[src/rtl/txq_pkg.sv]
package txq_pkg;
  localparam int NUM_FLAGS = 4;

  // Bit order matters: it defines the irq_en positions.
  typedef struct packed {
    logic tc;     // bit 3
    logic thr;    // bit 2
    logic empty;  // bit 1
    logic nf;     // bit 0
  } txq_flags_t;
endpackage

[src/rtl/txq_store.sv]
module txq_store #(
  parameter int DW    = 8,
  parameter int DEPTH = 8,
  localparam int AW   = $clog2(DEPTH),
  localparam int CW   = AW + 1
) (
  input  logic          clk,
  input  logic          rst_n,
  input  logic          wr_valid,
  input  logic [DW-1:0] wr_data,
  output logic          wr_ready,
  output logic          out_valid,
  output logic [DW-1:0] out_data,
  input  logic          out_ready,
  input  logic          flush_req,
  output logic [CW-1:0] level,
  output logic          push,
  output logic          pop
);
  logic [DW-1:0] mem [DEPTH];
  logic [AW-1:0] wr_ptr, rd_ptr;
  logic [CW-1:0] count, count_n;
  logic          pend, flushing, rd_adv;

  initial begin
    if (DEPTH < 2 || (DEPTH & (DEPTH - 1)) != 0)
      $error("DEPTH must be a power of two, at least 2");
  end

  assign flushing  = flush_req | pend;
  assign wr_ready  = (count != CW'(DEPTH)) && !pend;
  assign out_valid = (count != '0) && !pend;
  assign push      = wr_valid && wr_ready;
  assign pop       = out_valid && out_ready;
  assign rd_adv    = (count != '0) && (pop || flushing);
  assign count_n   = count + CW'(push) - CW'(rd_adv);
  assign out_data  = mem[rd_ptr];
  assign level     = count;

  always_ff @(posedge clk) begin
    if (push) mem[wr_ptr] <= wr_data;
  end

  always_ff @(posedge clk or negedge rst_n) begin
    if (!rst_n) begin
      wr_ptr <= '0;
      rd_ptr <= '0;
      count  <= '0;
      pend   <= 1'b0;
    end else begin
      if (push)   wr_ptr <= wr_ptr + AW'(1);
      if (rd_adv) rd_ptr <= rd_ptr + AW'(1);
      count <= count_n;
      pend  <= flushing && (count_n != '0);
    end
  end

  AST_NO_OVERFLOW: assert property (@(posedge clk) disable iff (!rst_n)
    count <= CW'(DEPTH));
  AST_FULL_WRITE_DROPPED: assert property (@(posedge clk) disable iff (!rst_n)
    (wr_valid && !wr_ready) |=> (wr_ptr == $past(wr_ptr)));
  AST_FLUSH_CLOSES_EDGES: assert property (@(posedge clk) disable iff (!rst_n)
    (flush_req && count > CW'(1)) |=> (!wr_ready && !out_valid));
  AST_DRAIN_ENDS_EMPTY: assert property (@(posedge clk) disable iff (!rst_n)
    $fell(pend) |-> (count == '0 && wr_ready));
endmodule

[src/rtl/txq_flags.sv]
module txq_flags
  import txq_pkg::*;
#(
  parameter int DEPTH = 8,
  localparam int CW   = $clog2(DEPTH) + 1
) (
  input  logic          clk,
  input  logic          rst_n,
  input  logic [CW-1:0] level,
  input  logic          wr_ready,
  input  logic          push,
  input  logic          pop,
  input  logic          frame_done,
  input  logic          tx_en,
  input  logic          clr_tc,
  input  logic [CW-1:0] free_thr,
  output txq_flags_t    flags
);
  logic          busy, tc;
  logic [CW-1:0] free_slots;

  assign free_slots  = CW'(DEPTH) - level;
  assign flags.nf    = wr_ready;
  assign flags.empty = (level == '0);
  assign flags.thr   = (free_slots >= free_thr);
  assign flags.tc    = tc;

  // A frame is in flight from the pop until the serializer reports its end.
  always_ff @(posedge clk or negedge rst_n) begin
    if (!rst_n)          busy <= 1'b0;
    else if (pop)        busy <= 1'b1;
    else if (frame_done) busy <= 1'b0;
  end

  // Priority: idle-disable force, then clear, then frame-end set.
  always_ff @(posedge clk or negedge rst_n) begin
    if (!rst_n)                                 tc <= 1'b1;
    else if (!tx_en && !busy)                   tc <= 1'b1;
    else if (clr_tc || push)                    tc <= 1'b0;
    else if (frame_done && level == '0)         tc <= 1'b1;
  end

  AST_TC_IDLE_DISABLED: assert property (@(posedge clk) disable iff (!rst_n)
    (!tx_en && !busy) |=> tc);
  AST_TC_WRITE_CLEARS: assert property (@(posedge clk) disable iff (!rst_n)
    (tx_en && (push || clr_tc)) |=> !tc);
  AST_TC_FRAME_END: assert property (@(posedge clk) disable iff (!rst_n)
    (frame_done && level == '0 && !push && !clr_tc) |=> tc);
endmodule

[src/rtl/txq_irq.sv]
module txq_irq #(
  parameter int N = 4
) (
  input  logic         clk,
  input  logic         rst_n,
  input  logic [N-1:0] flag_vec,
  input  logic [N-1:0] en,
  output logic         irq
);
  always_ff @(posedge clk or negedge rst_n) begin
    if (!rst_n) irq <= 1'b0;
    else        irq <= |(flag_vec & en);
  end

  AST_IRQ_RISES: assert property (@(posedge clk) disable iff (!rst_n)
    (|(flag_vec & en)) |=> irq);
  AST_IRQ_QUIET: assert property (@(posedge clk) disable iff (!rst_n)
    !(|(flag_vec & en)) |=> !irq);
endmodule

[src/rtl/uart_txq_status.sv]
module uart_txq_status
  import txq_pkg::*;
#(
  parameter int DW    = 8,
  parameter int DEPTH = 8,
  localparam int CW   = $clog2(DEPTH) + 1
) (
  input  logic          clk,
  input  logic          rst_n,
  input  logic          wr_valid,
  input  logic [DW-1:0] wr_data,
  output logic          wr_ready,
  output logic          out_valid,
  output logic [DW-1:0] out_data,
  input  logic          out_ready,
  input  logic          frame_done,
  input  logic          tx_en,
  input  logic          flush_req,
  input  logic [CW-1:0] free_thr,
  input  logic          clr_tc,
  input  logic [NUM_FLAGS-1:0] irq_en,
  output logic          empty_flag,
  output logic          thr_flag,
  output logic          tc_flag,
  output logic          irq
);
  logic [CW-1:0] level;
  logic          push, pop;
  txq_flags_t    flags;

  txq_store #(.DW(DW), .DEPTH(DEPTH)) u_store (
    .clk, .rst_n, .wr_valid, .wr_data, .wr_ready, .out_valid, .out_data,
    .out_ready, .flush_req, .level, .push, .pop
  );

  txq_flags #(.DEPTH(DEPTH)) u_flags (
    .clk, .rst_n, .level, .wr_ready, .push, .pop, .frame_done, .tx_en,
    .clr_tc, .free_thr, .flags
  );

  txq_irq #(.N(NUM_FLAGS)) u_irq (
    .clk, .rst_n, .flag_vec(flags), .en(irq_en), .irq
  );

  assign empty_flag = flags.empty;
  assign thr_flag   = flags.thr;
  assign tc_flag    = flags.tc;

  AST_EMPTY_NO_VALID: assert property (@(posedge clk) disable iff (!rst_n)
    empty_flag |-> !out_valid);
endmodule

[config.mk]
export PLATFORM = sky130hd
export DESIGN_NAME = uart_txq_status
export DESIGN_NICKNAME = d
export VERILOG_FILES = /design/src/rtl/txq_pkg.sv /design/src/rtl/txq_store.sv /design/src/rtl/txq_flags.sv /design/src/rtl/txq_irq.sv /design/src/rtl/uart_txq_status.sv
export SDC_FILE = /design/constraint.sdc
export NUM_CORES = 1
export LEC_CHECK = 0
export CORE_MARGIN = 8
export CORE_UTILIZATION = 40
export CTS_CLUSTER_SIZE = 28
export DETAILED_ROUTE_END_ITERATION = 16
export RECOVER_POWER = 25
export SETUP_SLACK_MARGIN = 0.3
export SKIP_LAST_GASP = 1
export SYNTH_ARGS = -nofsm -noshare
export SYNTH_HDL_FRONTEND = slang
export SYNTH_SLANG_ARGS = --single-unit
[constraint.sdc]
create_clock -name clk -period 6.7 [get_ports clk]
set_clock_uncertainty 0.15 [all_clocks]
set_input_delay 1.005 -clock clk [delete_from_list [all_inputs] [get_ports clk]]
set_output_delay 1.005 -clock clk [all_outputs]
set_load 0.02 [all_outputs]
==> metrics, run 1 <==
Slew headroom=36.92%; reg2reg path depth=11; Die H=108.1 um; area of the multi-input gates=1056 um2; Starting Density=41.28%; Layout area overhead=20.51%; CTS tree=done; number of synthesis warnings=0; Post CTS Setup Buffer Count=0; crit share post-route=62.05%; H-tree levels=3; port bufs=37; antenna violations before repair=0; min Tclk post-route=4158 ps; total routed wirelength=6289 um; GRT Resource Usage Total=11.73%; clock sinks=78; total chip power=1.635 mW; WHS Endpoint=u_flags.tc; Synth async-reset ratio=17.95%; WL per Instance=18.61 um; root buf cell=clkbuf_8; post-DP HPWL=4376 um; global-route wire length before repair=10140 um; Final ANT Viol Nets=0; R2R Setup Slk=2900 ps; VDD IR max=0.2067 mV; total number of vias=1712; synth unique cells=35; Worst R2R Start=u_store.level[0]; Worst setup EP type=output pin; clk buf depth=2; r2r endpoint=u_store.pend; DRC marker count from the first detailed-route iteration=59; Pre-antenna DRT Iters=4; number of gates resized after CTS=0; setup TNS=0 ps; Setup CP Type=in -> out; Core Region=8217 um2; Overflow after GRT=0; clock slew at reported path FFs=80 ps; final layout net count=267; Final Hold Fails=0; critical hold path startpoint=u_flags.busy; detailed-route DRC error count=0; Worst Max-Slew Pin Slew=946.2 ps; CP Data Required Time=5540 ps; total die area=11680 um2; row cnt=33; CTS Buf Count=9; Post-synth EDFFs=64; Yosys top cell by area=edfxtp_1; status=completed; setup ws final=2543 ps; largest net degree at the start of global routing=19; Final Setup Violations=0; Startpoint Class=input port; max_cap viols=0; Post-Syn Area per Cell=18.43 um2; fillers=683; Mapped Nets=223; dpl ws=2553 ps; Final Max Tran Viols=0; layout cells sized above 1=14.59%; hold_buf cts=0; Max Clk Rate=240.5 MHz; I/O pin count=38; DIE WIDTH=108.1 um; Vias/cell=5.065; CP Max Fanout=2; Power per Cell Area=400.0 nW/um2; top-area cell type share of the netlist area=56.66%; Post-Syn Instances=184; worst skew pair latency=330 ps; Synth area leaders=edfxtp_1 (57%), mux4_1 (12%), dfrtp_1 (9.6%), ha_1 (5.2%), mux2_2 (3.3%); GPL Wtd Cong=0.7391; diodes inserted=0; WHS Path Cells=1; Hold WC Path Type=reg -> reg; Synth Register Bits=78; RSZ-0062 raised after global routing=no; Reg area=2273 um2; Most used DFF post-synth=edfxtp_1; CP Data Arrival Time=3000 ps; register area share after synthesis=67.02%; synthesized area=3392 um2; Static Leak=1.464 nW; vias in the first global route=1878
[synth_stat cells, drive strengths merged, types with 2 or more instances]
cell     instances
ha              14
mux2            10
xnor2            6
mux4            16
nand3            2
nor3             5
dfrtp           13
a21oi            2
buf              4
nand2            3
nor2             8
inv             12
xor2             2
edfxtp          64
a2111oi          2
a21o             2
nor4             2
nand2b           3
[cells by family (layout without fill, tap and decap cells)]
family	after synthesis	after routing	share of synthesized area [%]
adders and majority gates	15	15	5.754
muxes	26	26	15.71
and+or+nand+nor	27	27	4.021
buffers and inverters	17	66	2.619
AOI/OAI and AO/OA	13	13	2.804
xor gates and xnor gates	8	8	2.066
DFF	78	78	67.02
[cell type report]
| cell class | count | area share (%) |
|---|---|---|
| clock buffers | 9 | 3.030 |
| repair buffers | 38 | 9.244 |
| well taps | 105 | 3.214 |
| multi-input cells | 89 | 25.83 |
| flip-flops and latches | 78 | 55.62 |
| inverters | 12 | 1.102 |
| clock inverters | 7 | 1.959 |
[layout by cell type (no fill, tap or decap), types with 3 or more instances in the layout]
cell,n
edfxtp_1,64
clkdlybuf4s50_1,30
mux4_1,16
ha_1,14
dfrtp_1,13
inv_1,12
mux2_2,10
clkbuf_8,9
nor2_1,8
dlygate4sd3_1,7
xnor2_1,6
nor3_2,4
nand2b_1,3
nand2_1,3
inv_6,3
[worst max-delay path, cell delays in order]
cell and delay, ps:
clkdlybuf4s50_1 400, ha_1 280, nand2b_1 140, a2111oi_0 530, nor2_1 90, clkdlybuf4s50_1 560
[metrics by stage]
stage               area, um2  instances  hold WS [ps]  utilization [%]
global placement         3884        322         270.1            47.27
finish                   4088        338         282.8            49.75
CTS                      4088        338         287.3            49.75
detailed placement       3884        322         274.6            47.27
global route             4088        338         302.7            49.75
floorplan                3392        184         240.8                -
[sequential cells by signal, summed over array words and instances (netlist names)]
| signal | count |
|---|---|
| u_store.rd_ptr | 3 |
| u_store.mem | 64 |
| u_store.pend | 1 |
| u_store.wr_ptr | 3 |
| u_irq.irq | 1 |
| u_store.level | 4 |
| u_flags.busy | 1 |
| u_flags.tc | 1 |
[routing by layer]
metal	GRT usage, %	routed length [um]
met1	15.07	2835
met2	18.70	3140
met3	2.439	226
met4	5.352	87
met5	0	0
[power breakdown]
group / total (mW) / switching (mW) / internal (mW)
logic: 0.609 / 0.272 / 0.337
registers: 0.674 / 0.0972 / 0.576
clock network: 0.353 / 0.176 / 0.176
total: 1.64 / 0.546 / 1.09
[worst max path at each step]
stage / startpoint / end / slack, ps / depth (start not counted)
2_1_floorplan: u_store.level[1] / u_store.pend / 3020 / 11
6_report: free_thr[0] / thr_flag / 2540 / 6
3_5_place_dp: free_thr[0] / thr_flag / 2550 / 6
4_1_cts: free_thr[0] / thr_flag / 2530 / 6
5_1_grt: free_thr[0] / thr_flag / 2330 / 6
3_3_place_gp: free_thr[0] / thr_flag / 2560 / 6
Power figures use the tool's default switching activity.
==> run 2, diff against run 1 <==
==> constraint.sdc (replaced) <==
create_clock -name clk -period 3.9 [get_ports clk]
set_clock_uncertainty 0.15 [all_clocks]
set_input_delay 0.585 -clock clk [delete_from_list [all_inputs] [get_ports clk]]
set_output_delay 0.585 -clock clk [all_outputs]
set_load 0.02 [all_outputs]
==> run 2 against run 1 <==
Net effect:
- non-clock buffer count grew 9
- flip-flop and latch count is the same
- total power up 77%
- final cell count is 2.7% higher
- wire length is 1.9% higher
- largest cell class unchanged
- sequential power rose by 65%
- first-iteration DRC count up 37%
==> metrics, run 2 (synthesis results as in run 1) <==
status=completed; fillers=678; clock slew at reported path FFs=80 ps; Reg area=2273 um2; total die area=11680 um2; DRC marker count from the first detailed-route iteration=81; total number of vias=1759; total routed wirelength=6410 um; Routed met1 length=2796 um; CTS Buf Count=9; post-DP HPWL=4425 um; layout cells sized above 1=16.53%; setup ws final=491.4 ps; worst hold slack=283.8 ps; CP Data Required Time=3970 ps; dpl ws=203.3 ps; clock sinks=78; max FFs per register=64; Core Region=8217 um2; min Tclk post-route=3409 ps; Layout area overhead=22.61%; largest net degree at the start of global routing=19; antenna violations before repair=0; worst skew pair latency=340 ps; CP top delay family=adder cells; critical hold path startpoint=u_flags.busy; Max Clk Rate=293.4 MHz; hold_buf cts=0; R2R Setup Slk=490 ps; slowest cell on the critical path=fa_1; Pre-antenna DRT Iters=4; Startpoint Class=flip-flop; detailed-route DRC error count=0; max_cap viols=0; Power per Cell Area=695.5 nW/um2; Crit path depth=11; global-route wire length before repair=9880 um; port bufs=37; diodes inserted=0; crit-path max cell delay=480 ps; GPL Wtd Cong=0.7374; Worst setup EP type=flip-flop; RSZ-0062 raised after global routing=no; Starting Density=41.28%; Top reg by flops=u_store.mem; Worst R2R Start=u_store.level[1]; Cell Chain, Critical Path=inv_1, ha_2, and2_1, nor2_1, ha_1, inv_1, ha_1, fa_1, or3b_2, a2111oi_0, a211oi_1; final layout net count=276; Vias/cell=5.069; Final ANT Viol Nets=0; CTS tree=done; VDD IR max=0.3334 mV; I/O pin count=38; routed length on met3=272 um; Slew headroom=40.43%; crit share post-route=87.40%; CP Data Arrival Time=3480 ps; setup TNS=0 ps; area of the multi-input gates=1044 um2; Bufs and invs on worst path=2; vias in the first global route=1826; Final Max Tran Viols=0; WHS Path Cells=1; commonest non-fill, non-tap cells in the layout=edfxtp_1 (64), clkdlybuf4s50_1 (30), mux4_1 (16); root buf cell=clkbuf_8; Overflow after GRT=0; Hold WC Path Type=reg -> reg; WL per Instance=18.47 um; DIE WIDTH=108.1 um; WHS Endpoint=u_flags.tc; H-tree levels=3; Final Setup Violations=0; Static Leak=1.512 nW; Worst Max-Slew Pin Slew=890.3 ps; Setup CP Type=reg -> reg; r2r endpoint=u_store.pend; reg2reg path depth=11; Die H=108.1 um; met2 wire len=3208 um; GRT Resource Usage Total=11.75%; CP Max Fanout=5; commonest non-fill, non-tap cell in the layout=edfxtp_1; Final Hold Fails=0; clk buf depth=2; Max Used Layer=met4; row cnt=33
## run 2: changes by cell type in the layout (fill, tap and decap cells not counted), sizes merged
cell,change
buf,+9
inv,-2
bufinv,+1
clkinv,+1
## run 2: timing repair
item                                    4_1_cts  5_1_grt
setup buffers                                 0        0
gates resized for setup                       0        2
endpoints found under the setup margin        0        2
## run 2: worst max-delay path by stage
stage,start,end
2_1_floorplan,u_store.level[1],u_store.pend
4_1_cts,u_store.level[1],thr_flag
3_3_place_gp,out_ready,u_store.pend
6_report,u_store.level[1],u_store.pend
5_1_grt,u_store.level[1],u_store.pend
3_5_place_dp,out_ready,u_store.pend
## run 2: worst register-to-register path: cells and delay by family (launching register included)
family                     cells  cell delay, ps
DFF                            1             400
AOI/OAI and AO/OA              2             490
adders and majority gates      4            1230
and+or+nand+nor                3             810
buffers and inverters          2             200
## run 2: cell type report
cell class,instances,area share (%)
Sequential cell,78,54.66
Multi-Input combinational cell,89,25.09
Timing Repair Buffer,47,10.71
Tap cell,105,3.159
Clock buffer,9,2.978
Clock inverter,7,2.316
Inverter,12,1.083
## run 2: where the power goes
group | total, mW | switching (mW) | internal [mW]
clock network | 0.664 | 0.302 | 0.361
logic | 1.12 | 0.519 | 0.602
registers | 1.11 | 0.117 | 0.991
## run 2: per-stage QoR
| stage | total power [mW] | util (%) | cell area [um2] | cells |
|---|---|---|---|---|
| 2_1_floorplan | 1.881 | - | 3396 | 184 |
| 3_3_place_gp | 2.243 | 47.89 | 3935 | 331 |
| 3_5_place_dp | 2.264 | 47.89 | 3935 | 331 |
| 4_1_cts | 2.923 | 50.57 | 4155 | 347 |
| 5_1_grt | 3.068 | 50.62 | 4159 | 347 |
| 6_report | 2.893 | 50.62 | 4159 | 347 |
## run 2: metal layers
| metal | global-route usage (%) | vias to the layer above |
|---|---|---|
| li1 | - | 841 |
| met4 | 5.649 | 0 |
| met1 | 14.26 | 879 |
| met3 | 3.688 | 10 |
| met2 | 18.66 | 29 |
| met5 | 0 | - |
